==> config.mk <==
export PLATFORM = sky130hd
export DESIGN_NAME = rr_tag_set
export DESIGN_NICKNAME = d
export VERILOG_FILES = /design/src/rtl/rr_tag_pkg.sv /design/src/rtl/rr_way_ctrl.sv /design/src/rtl/rr_tag_array.sv /design/src/rtl/rr_tag_set.sv
export SDC_FILE = /design/constraint.sdc
export NUM_CORES = 1
export LEC_CHECK = 0
export ABC_CLOCK_PERIOD_IN_PS = 1800
export BUFFER_PORTS_ARGS = -buffer_cell sky130_fd_sc_hd__buf_2
export CORE_ASPECT_RATIO = 1.2
export CORE_MARGIN = 2
export CORE_UTILIZATION = 51
export CTS_BUF_LIST = sky130_fd_sc_hd__clkbuf_16
export DETAILED_ROUTE_END_ITERATION = 12
export PLACE_DENSITY = 0.75
export RECOVER_POWER = 50
export SLEW_MARGIN = 40
export SYNTH_ARGS = -nofsm -noshare
export SYNTH_HDL_FRONTEND = slang
export SYNTH_SLANG_ARGS = --single-unit
==> constraint.sdc <==
create_clock -name clk -period 1.8 [get_ports clk]
set_input_delay 0.36 -clock clk [delete_from_list [all_inputs] [get_ports clk]]
set_output_delay 0.36 -clock clk [all_outputs]
set_load 0.03 [all_outputs]
==> src/rtl/rr_tag_pkg.sv <==
package rr_tag_pkg;

    // Action taken by the set at a clock edge
    typedef enum logic [1:0] {
        OP_IDLE    = 2'd0,
        OP_FILL    = 2'd1,
        OP_CFG     = 2'd2,
        OP_CFG_BAD = 2'd3
    } set_op_e;

    // A way count is legal when it is 1..max
    function automatic logic ways_ok(input int unsigned n, input int unsigned max_n);
        return (n != 0) && (n <= max_n);
    endfunction

    // Downward rotation with wrap to the last active way
    function automatic int unsigned step_down(input int unsigned cur, input int unsigned last);
        return (cur == 0) ? last : cur - 1;
    endfunction

    // Configure outranks fill
    function automatic set_op_e decode_op(input logic fill, input logic cfg, input logic ok);
        if (cfg)       return ok ? OP_CFG : OP_CFG_BAD;
        else if (fill) return OP_FILL;
        else           return OP_IDLE;
    endfunction

endpackage

==> src/rtl/rr_way_ctrl.sv <==
module rr_way_ctrl
    import rr_tag_pkg::*;
#(
    parameter int unsigned MAX_WAYS = 4,
    parameter int unsigned IDX_W    = 2,
    parameter int unsigned CNT_W    = 3
) (
    input  logic             clk,
    input  logic             rst,
    input  logic             fill_en,
    input  logic             cfg_en,
    input  logic [CNT_W-1:0] cfg_ways,
    output logic [IDX_W-1:0] last_idx,
    output logic [IDX_W-1:0] victim_idx,
    output logic             wr_en,
    output logic             cfg_err
);

    localparam logic [IDX_W-1:0] TOP_IDX = IDX_W'(MAX_WAYS - 1);

    logic    cfg_ok;
    set_op_e op;

    always_comb begin
        cfg_ok = ways_ok(32'(cfg_ways), MAX_WAYS);
        op     = decode_op(fill_en, cfg_en, cfg_ok);
        wr_en  = (op == OP_FILL);
    end

    always_ff @(posedge clk) begin
        if (rst) begin
            last_idx   <= TOP_IDX;
            victim_idx <= TOP_IDX;
            cfg_err    <= 1'b0;
        end else begin
            cfg_err <= (op == OP_CFG_BAD);
            case (op)
                OP_FILL: victim_idx <= IDX_W'(step_down(32'(victim_idx), 32'(last_idx)));
                OP_CFG: begin
                    last_idx   <= IDX_W'(cfg_ways - 1'b1);
                    victim_idx <= IDX_W'(cfg_ways - 1'b1);
                end
                default: ;
            endcase
        end
    end

    // the pointer never leaves the active range
    a_r7_victim_in_range: assert property (@(posedge clk) disable iff (rst)
        victim_idx <= last_idx);

    // a fill rotates the pointer downward with wrap
    a_r4_fill_rotates: assert property (@(posedge clk) disable iff (rst)
        (fill_en && !cfg_en) |=> (($past(victim_idx) == '0) ? (victim_idx == $past(last_idx))
                                                           : (victim_idx == $past(victim_idx) - 1'b1)));

    // a legal configure reloads the pointer, even alongside a fill
    a_r5_cfg_reload: assert property (@(posedge clk) disable iff (rst)
        (cfg_en && cfg_ok) |=> ((last_idx == IDX_W'($past(cfg_ways) - 1'b1)) && (victim_idx == last_idx)));

    // a rejected configure keeps state and flags one cycle
    a_r6_bad_cfg_kept: assert property (@(posedge clk) disable iff (rst)
        (cfg_en && !cfg_ok) |=> (cfg_err && $stable(last_idx) && $stable(victim_idx)));

    a_r6_err_has_cause: assert property (@(posedge clk) disable iff (rst)
        cfg_err |-> $past(cfg_en));

endmodule

==> src/rtl/rr_tag_array.sv <==
module rr_tag_array #(
    parameter int unsigned MAX_WAYS = 4,
    parameter int unsigned IDX_W    = 2,
    parameter int unsigned TAG_W    = 16
) (
    input  logic             clk,
    input  logic             rst,
    input  logic             wr_en,
    input  logic [IDX_W-1:0] wr_idx,
    input  logic [TAG_W-1:0] wr_tag,
    input  logic [IDX_W-1:0] last_idx,
    input  logic             lookup_en,
    input  logic [TAG_W-1:0] lookup_tag,
    output logic             hit
);

    logic [TAG_W-1:0]    tags [MAX_WAYS];
    logic [MAX_WAYS-1:0] match;

    always_ff @(posedge clk) begin
        if (rst) begin
            for (int w = 0; w < int'(MAX_WAYS); w++) tags[w] <= '0;
        end else if (wr_en) begin
            tags[wr_idx] <= wr_tag;
        end
    end

    for (genvar w = 0; w < int'(MAX_WAYS); w++) begin : g_way
        assign match[w] = (IDX_W'(w) <= last_idx) && (tags[w] == lookup_tag);
    end

    assign hit = lookup_en && (|match);

    // an accepted fill lands in the addressed way
    a_r3_fill_lands: assert property (@(posedge clk) disable iff (rst)
        wr_en |=> (tags[$past(wr_idx)] == $past(wr_tag)));

    // writes stay inside the active range
    a_r7_write_in_range: assert property (@(posedge clk) disable iff (rst)
        wr_en |-> (wr_idx <= last_idx));

    // no hit without a lookup strobe
    a_r9_hit_needs_strobe: assert property (@(posedge clk) disable iff (rst)
        hit |-> lookup_en);

endmodule

==> src/rtl/rr_tag_set.sv <==
module rr_tag_set #(
    parameter int unsigned TAG_W    = 16,
    parameter int unsigned MAX_WAYS = 4,
    localparam int unsigned IDX_W   = (MAX_WAYS > 1) ? $clog2(MAX_WAYS) : 1,
    localparam int unsigned CNT_W   = $clog2(MAX_WAYS + 1)
) (
    input  logic             clk,
    input  logic             rst,
    input  logic             lookup_en,
    input  logic [TAG_W-1:0] lookup_tag,
    output logic             hit,
    input  logic             fill_en,
    input  logic [TAG_W-1:0] fill_tag,
    input  logic             cfg_en,
    input  logic [CNT_W-1:0] cfg_ways,
    output logic             cfg_err,
    output logic [IDX_W-1:0] victim_idx
);

    logic [IDX_W-1:0] last_idx;
    logic             wr_en;

    rr_way_ctrl #(
        .MAX_WAYS (MAX_WAYS),
        .IDX_W    (IDX_W),
        .CNT_W    (CNT_W)
    ) ctrl_i (
        .clk        (clk),
        .rst        (rst),
        .fill_en    (fill_en),
        .cfg_en     (cfg_en),
        .cfg_ways   (cfg_ways),
        .last_idx   (last_idx),
        .victim_idx (victim_idx),
        .wr_en      (wr_en),
        .cfg_err    (cfg_err)
    );

    rr_tag_array #(
        .MAX_WAYS (MAX_WAYS),
        .IDX_W    (IDX_W),
        .TAG_W    (TAG_W)
    ) tags_i (
        .clk        (clk),
        .rst        (rst),
        .wr_en      (wr_en),
        .wr_idx     (victim_idx),
        .wr_tag     (fill_tag),
        .last_idx   (last_idx),
        .lookup_en  (lookup_en),
        .lookup_tag (lookup_tag),
        .hit        (hit)
    );

    // a configure and a fill together never write a tag
    a_r8_cfg_blocks_fill: assert property (@(posedge clk) disable iff (rst)
        cfg_en |-> !wr_en);

endmodule

; ---- Word-level counts from Yosys, hierarchy flattened
; Memories as Yosys holds them, arrays and structs flattened.
; Index checks and enable logic that the tools add are counted.
[classes]
n_eq_ne = 7
n_mux = 13
n_lt_le_gt_ge = 5
reduce_logical = 11
addsub = 2
[op_table]
columns = op, count
row1 = $eq A16 B16 Y1, 4
row2 = $mux W16, 1
row3 = $reduce_or A16 Y1, 1
row4 = $mux W1, 8
row5 = $logic_and A1 B1 Y1, 6
row6 = $mux W2, 3
row7 = $eq A2 B2 Y1 const B, 2
row8 = $le A1 B2 Y1 const A, 2
row9 = $le A2 B2 Y1 const A, 2
row10 = $pmux W2 S2, 1
row11 = $reduce_or A4 Y1, 1
row12 = $sub A2 B1 Y2 const B, 2
row13 = $le A3 B3 Y1 const B, 1
row14 = $reduce_bool A3 Y1, 1
row15 = $eq A2 B1 Y1 const B, 1
row16 = $logic_not A2 Y1, 1
row17 = $reduce_bool A2 Y1, 1
[totals]
mem_count = 1
output_inout_bits = 4
word_cells = 42
regBits = 5
ram_bits = 64
in_bits = 40
[mem_list]
columns = name, depth, word_bits, read_ports, rd_clocked_by_memory_dff, write_ports, line_no
row1 = tags_i.tags, 4, 16, 4, 0, 4, rr_tag_array.sv:17  ; logic [TAG_W-1:0] tags [MAX_WAYS];

; ---- Depth between registers and ports, before layout
[logic_depth]
depth_word = 10
mapped_depth = 7
mapped_depth_nobuf = 7

; ---- By module
; From an unflattened synthesis, not the netlist that was laid out.
[unflattened]
hier_cells = 259
area_unflattened_um2 = 3392.0
[modules_own_cells]
columns = module, cells_each, seq_area_each_um2, area_each_um2, instances
row1 = rr_tag_array, 231, 1921.8, 3129.3, 1
row2 = rr_way_ctrl, 28, 100.1, 262.8, 1

; ---- Worst setup path before layout
; OpenSTA, ideal clock, no wires.
[synth_path]
kind = reg-to-reg
from = reg ctrl_i.victim_idx[0]
to = mem tags_i.tags[1][0], enable pin
period_less_slack_ns = 2.020
setup_time_ns = 0.392
stages_incl_launch_ff = 4
t_required_ns = 1.408
n_path_buf = 1
t_arrival_ns = 1.627
path_slack_ns = -0.220
cell_sequence = dfxtp_1 > nand2b_1 > clkbuf_1 > o21bai_1
[synth_lines]
columns = item, line_no
row1 = "start, declared", rr_way_ctrl.sv:14  ; output logic [IDX_W-1:0] victim_idx,
row2 = "start signal, assigned", rr_way_ctrl.sv:38  ; OP_FILL: victim_idx <= IDX_W'(step_down(32'(victim_idx), 32'(last_idx)));
row3 = "start signal, assigned", rr_way_ctrl.sv:41  ; victim_idx <= IDX_W'(cfg_ways - 1'b1);
row4 = "end, declared", rr_tag_array.sv:17

==> metrics.txt <==
outcome complete, but fails checks; failing checks setup timing; largest fanout on the critical path 1; Worst-path clk slew 0.05 ns; pwr/cell area 1009 mW/mm^2; sequential share of the synthesized area 62.06%; Hold Path End ctrl_i.cfg_err; total vias in the final route 2,279; Yosys Warn Count 0; worst hold path type in -> reg; RSZ-0062 raised after global routing yes; vias in the first global route 2,258; final hold vios 0; # IOs 44; cell count after synthesis 277; H-tree depth 3; pre-CTS setup slack -0.3667 ns; CP arrival 1.87 ns; Initial Util 53.50%; clock net sink count 69; Hold Path Depth 2; Antenna diodes 0; die extent in y 91.56 um; Area Growth Syn to Fin 26.69%; Slew Limit Fails 0; CP Launch Type register; number of buffers created by CTS 9; DRC 0; Core ar. 0.006090 mm^2; DR iter-0 viols 239; post-route ant nets 0; worst-margin pin slew 0.4843 ns; Synth Register Bits 69; die area 0.007047 mm^2; # Post-CTS Setup Buffers 0; ys async rst share 0%; Pleak 1.716 nW; antenna violations before repair 0; First-pass DRT Iterations 4; first-pass GRT wire length 11.24 mm; Layout Skew 0.002676 ns; die width 76.97 um; Reg2Reg Setup Slack 0.34 ns; Nets 393; final WL 7.432 mm; Slew headroom 67.71%; row cnt 31; CTS tree done; Placer Congestion 0.8032; Vias/cell 5.191; count of distinct cell types in the synthesized netlist 26; share of post-route cells with drive strength above 1 26.05%; maximum achievable frequency 0.4478 GHz; Clk Latency, worst-skew pair 0.33 ns; DP Area 0.003826 mm^2; minimum clock period 2.233 ns; Syn Nets 318; EDFF count, synth 64; hold_ws 0.3055 ns; CTS Buffer Depth 2; Worst VDD drop 0.7949 mV; CP required 1.44 ns; wire per inst 16.93 um; # setup viols final 1; pin count of the biggest net entering global routing 17; Port Buffers 43; dpl hpwl 4.901 mm; max_cap viols 0; Avg Cell Area, Syn 11.76 um^2; final worst slack -0.4330 ns; Congestion Overflow GR 0; post-route cell area 0.004128 mm^2; crit end category output pin; Final Cycle Share 124.1%; total negative slack -0.4330 ns; GRT Overall Usage 22.53%; worst reg-to-reg path cell count 3; multi-input logic area 0.001172 mm^2; FF-to-FF Start ctrl_i.victim_idx[1]; CP Class reg -> out; Post-CTS Hold Buffers 0; worst hold start rst; reg2reg end tags_i.tags[1][11]; # fillers 445; cell area after synthesis 0.003258 mm^2; most used flip-flop cell after synthesis edfxtp_1; root buf cell clkbuf_16; Seq. cell area 0.002022 mm^2; Pwr Total 0.004163 W
## power by group
part	internal (W)	total, W	switching, W
combinational	0.000192	0.000451	0.000259
sequential	0.00184	0.00189	0.0000483
clock	0.00119	0.00182	0.000628
total	0.00323	0.00416	0.000935
## flip-flops by register name, summed over array words and instances (netlist names)
name and count:
ctrl_i.cfg_err 1, ctrl_i.victim_idx 2, ctrl_i.last_idx 2, tags_i.tags 64
## cells in the mapped netlist (all sizes together) (3+ instances only)
master | instances | area [um^2]
xnor2 | 26 | 227.7
dfxtp | 5 | 100.1
nor2 | 52 | 197.7
edfxtp | 64 | 1922
inv | 18 | 67.56
nor4 | 11 | 75.07
nand2 | 21 | 78.83
o21bai | 3 | 22.52
nor3 | 3 | 15.01
clkbuf | 7 | 26.28
nand2b | 4 | 25.02
nand4 | 7 | 43.79
xor2 | 39 | 341.6
nand3 | 4 | 20.02
## repair_timing
item,4_1_cts,5_1_grt
resized for setup,5,3
pin swaps,1,2
setup endpoints to repair,1,1
## how the worst max path moves through the flow
stage,from,end,cells past startpoint
floorplan,lookup_tag[13],hit,5
global placement,lookup_tag[0],hit,7
detailed placement,lookup_tag[6],hit,8
CTS,tags_i.tags[3][5],hit,6
global route,tags_i.tags[2][1],hit,7
finish,tags_i.tags[1][10],hit,7
## layout by cell type (no fill, tap or decap)
cell and instances:
edfxtp_1 64, nor2_1 52, buf_2 40, xor2_1 39, xnor2_1 26, buf_4 24, nand2_1 21, inv_1 19
clkbuf_16 9, nand4_1 7, nor4_2 6, nor4_1 5, dfxtp_1 5, nand2b_1 4, nand3_1 4, clkbuf_1 4
o21bai_2 3, nor3_1 3, or2_2 2, a21o_1 2, clkinv_1 2, bufinv_16 2, clkinv_2 2, buf_12 2
clkbuf_2 2, o21ai_1 1, o211ai_1 1, o31a_1 1, a211o_1 1, nor3b_1 1, a22oi_1 1, ha_1 1
buf_6 1
## through the flow
stage	instances	util, %
after floorplan	277	-
after global placement	423	62.83
after detailed placement	423	62.83
after CTS	439	68.17
after global routing	439	67.78
final	439	67.78
## layer usage
layer	track usage [%]	vias up	routed length, um
li1	-	1091	-
met1	24.52	1093	2831
met3	5.666	19	388
met2	40.72	76	4035
met5	0	-	0
met4	10.45	0	176
## kinds of logic after synthesis
| logic type | count (synthesis) | synth area share, % |
|---|---|---|
| AO/OA/AOI/OAI | 10 | 2.304 |
| XOR/XNOR | 65 | 17.47 |
| adder cells (fa/ha/maj) | 1 | 0.3840 |
| buffers and inverters | 27 | 3.187 |
| flip-flops | 69 | 62.06 |
| AND/OR/NAND/NOR | 105 | 14.59 |
## critical path, stage by stage, from the launching register on
cell      delay [ns]
edfxtp_1        0.38
xor2_1          0.16
nor4_1          0.29
buf_4           0.16
o211ai_1        0.09
nor4_2          0.14
o31a_1          0.19
buf_6           0.14
## final cells by class
cell class	count	area share, %
multi-input combinational	181	28.40
inverter	18	1.637
tap	82	2.486
clock buffer	9	5.456
clock inverter	7	1.970
sequential	69	48.98
timing repair buffer	73	11.06
Note: power is estimated with default switching activity, not from simulation.
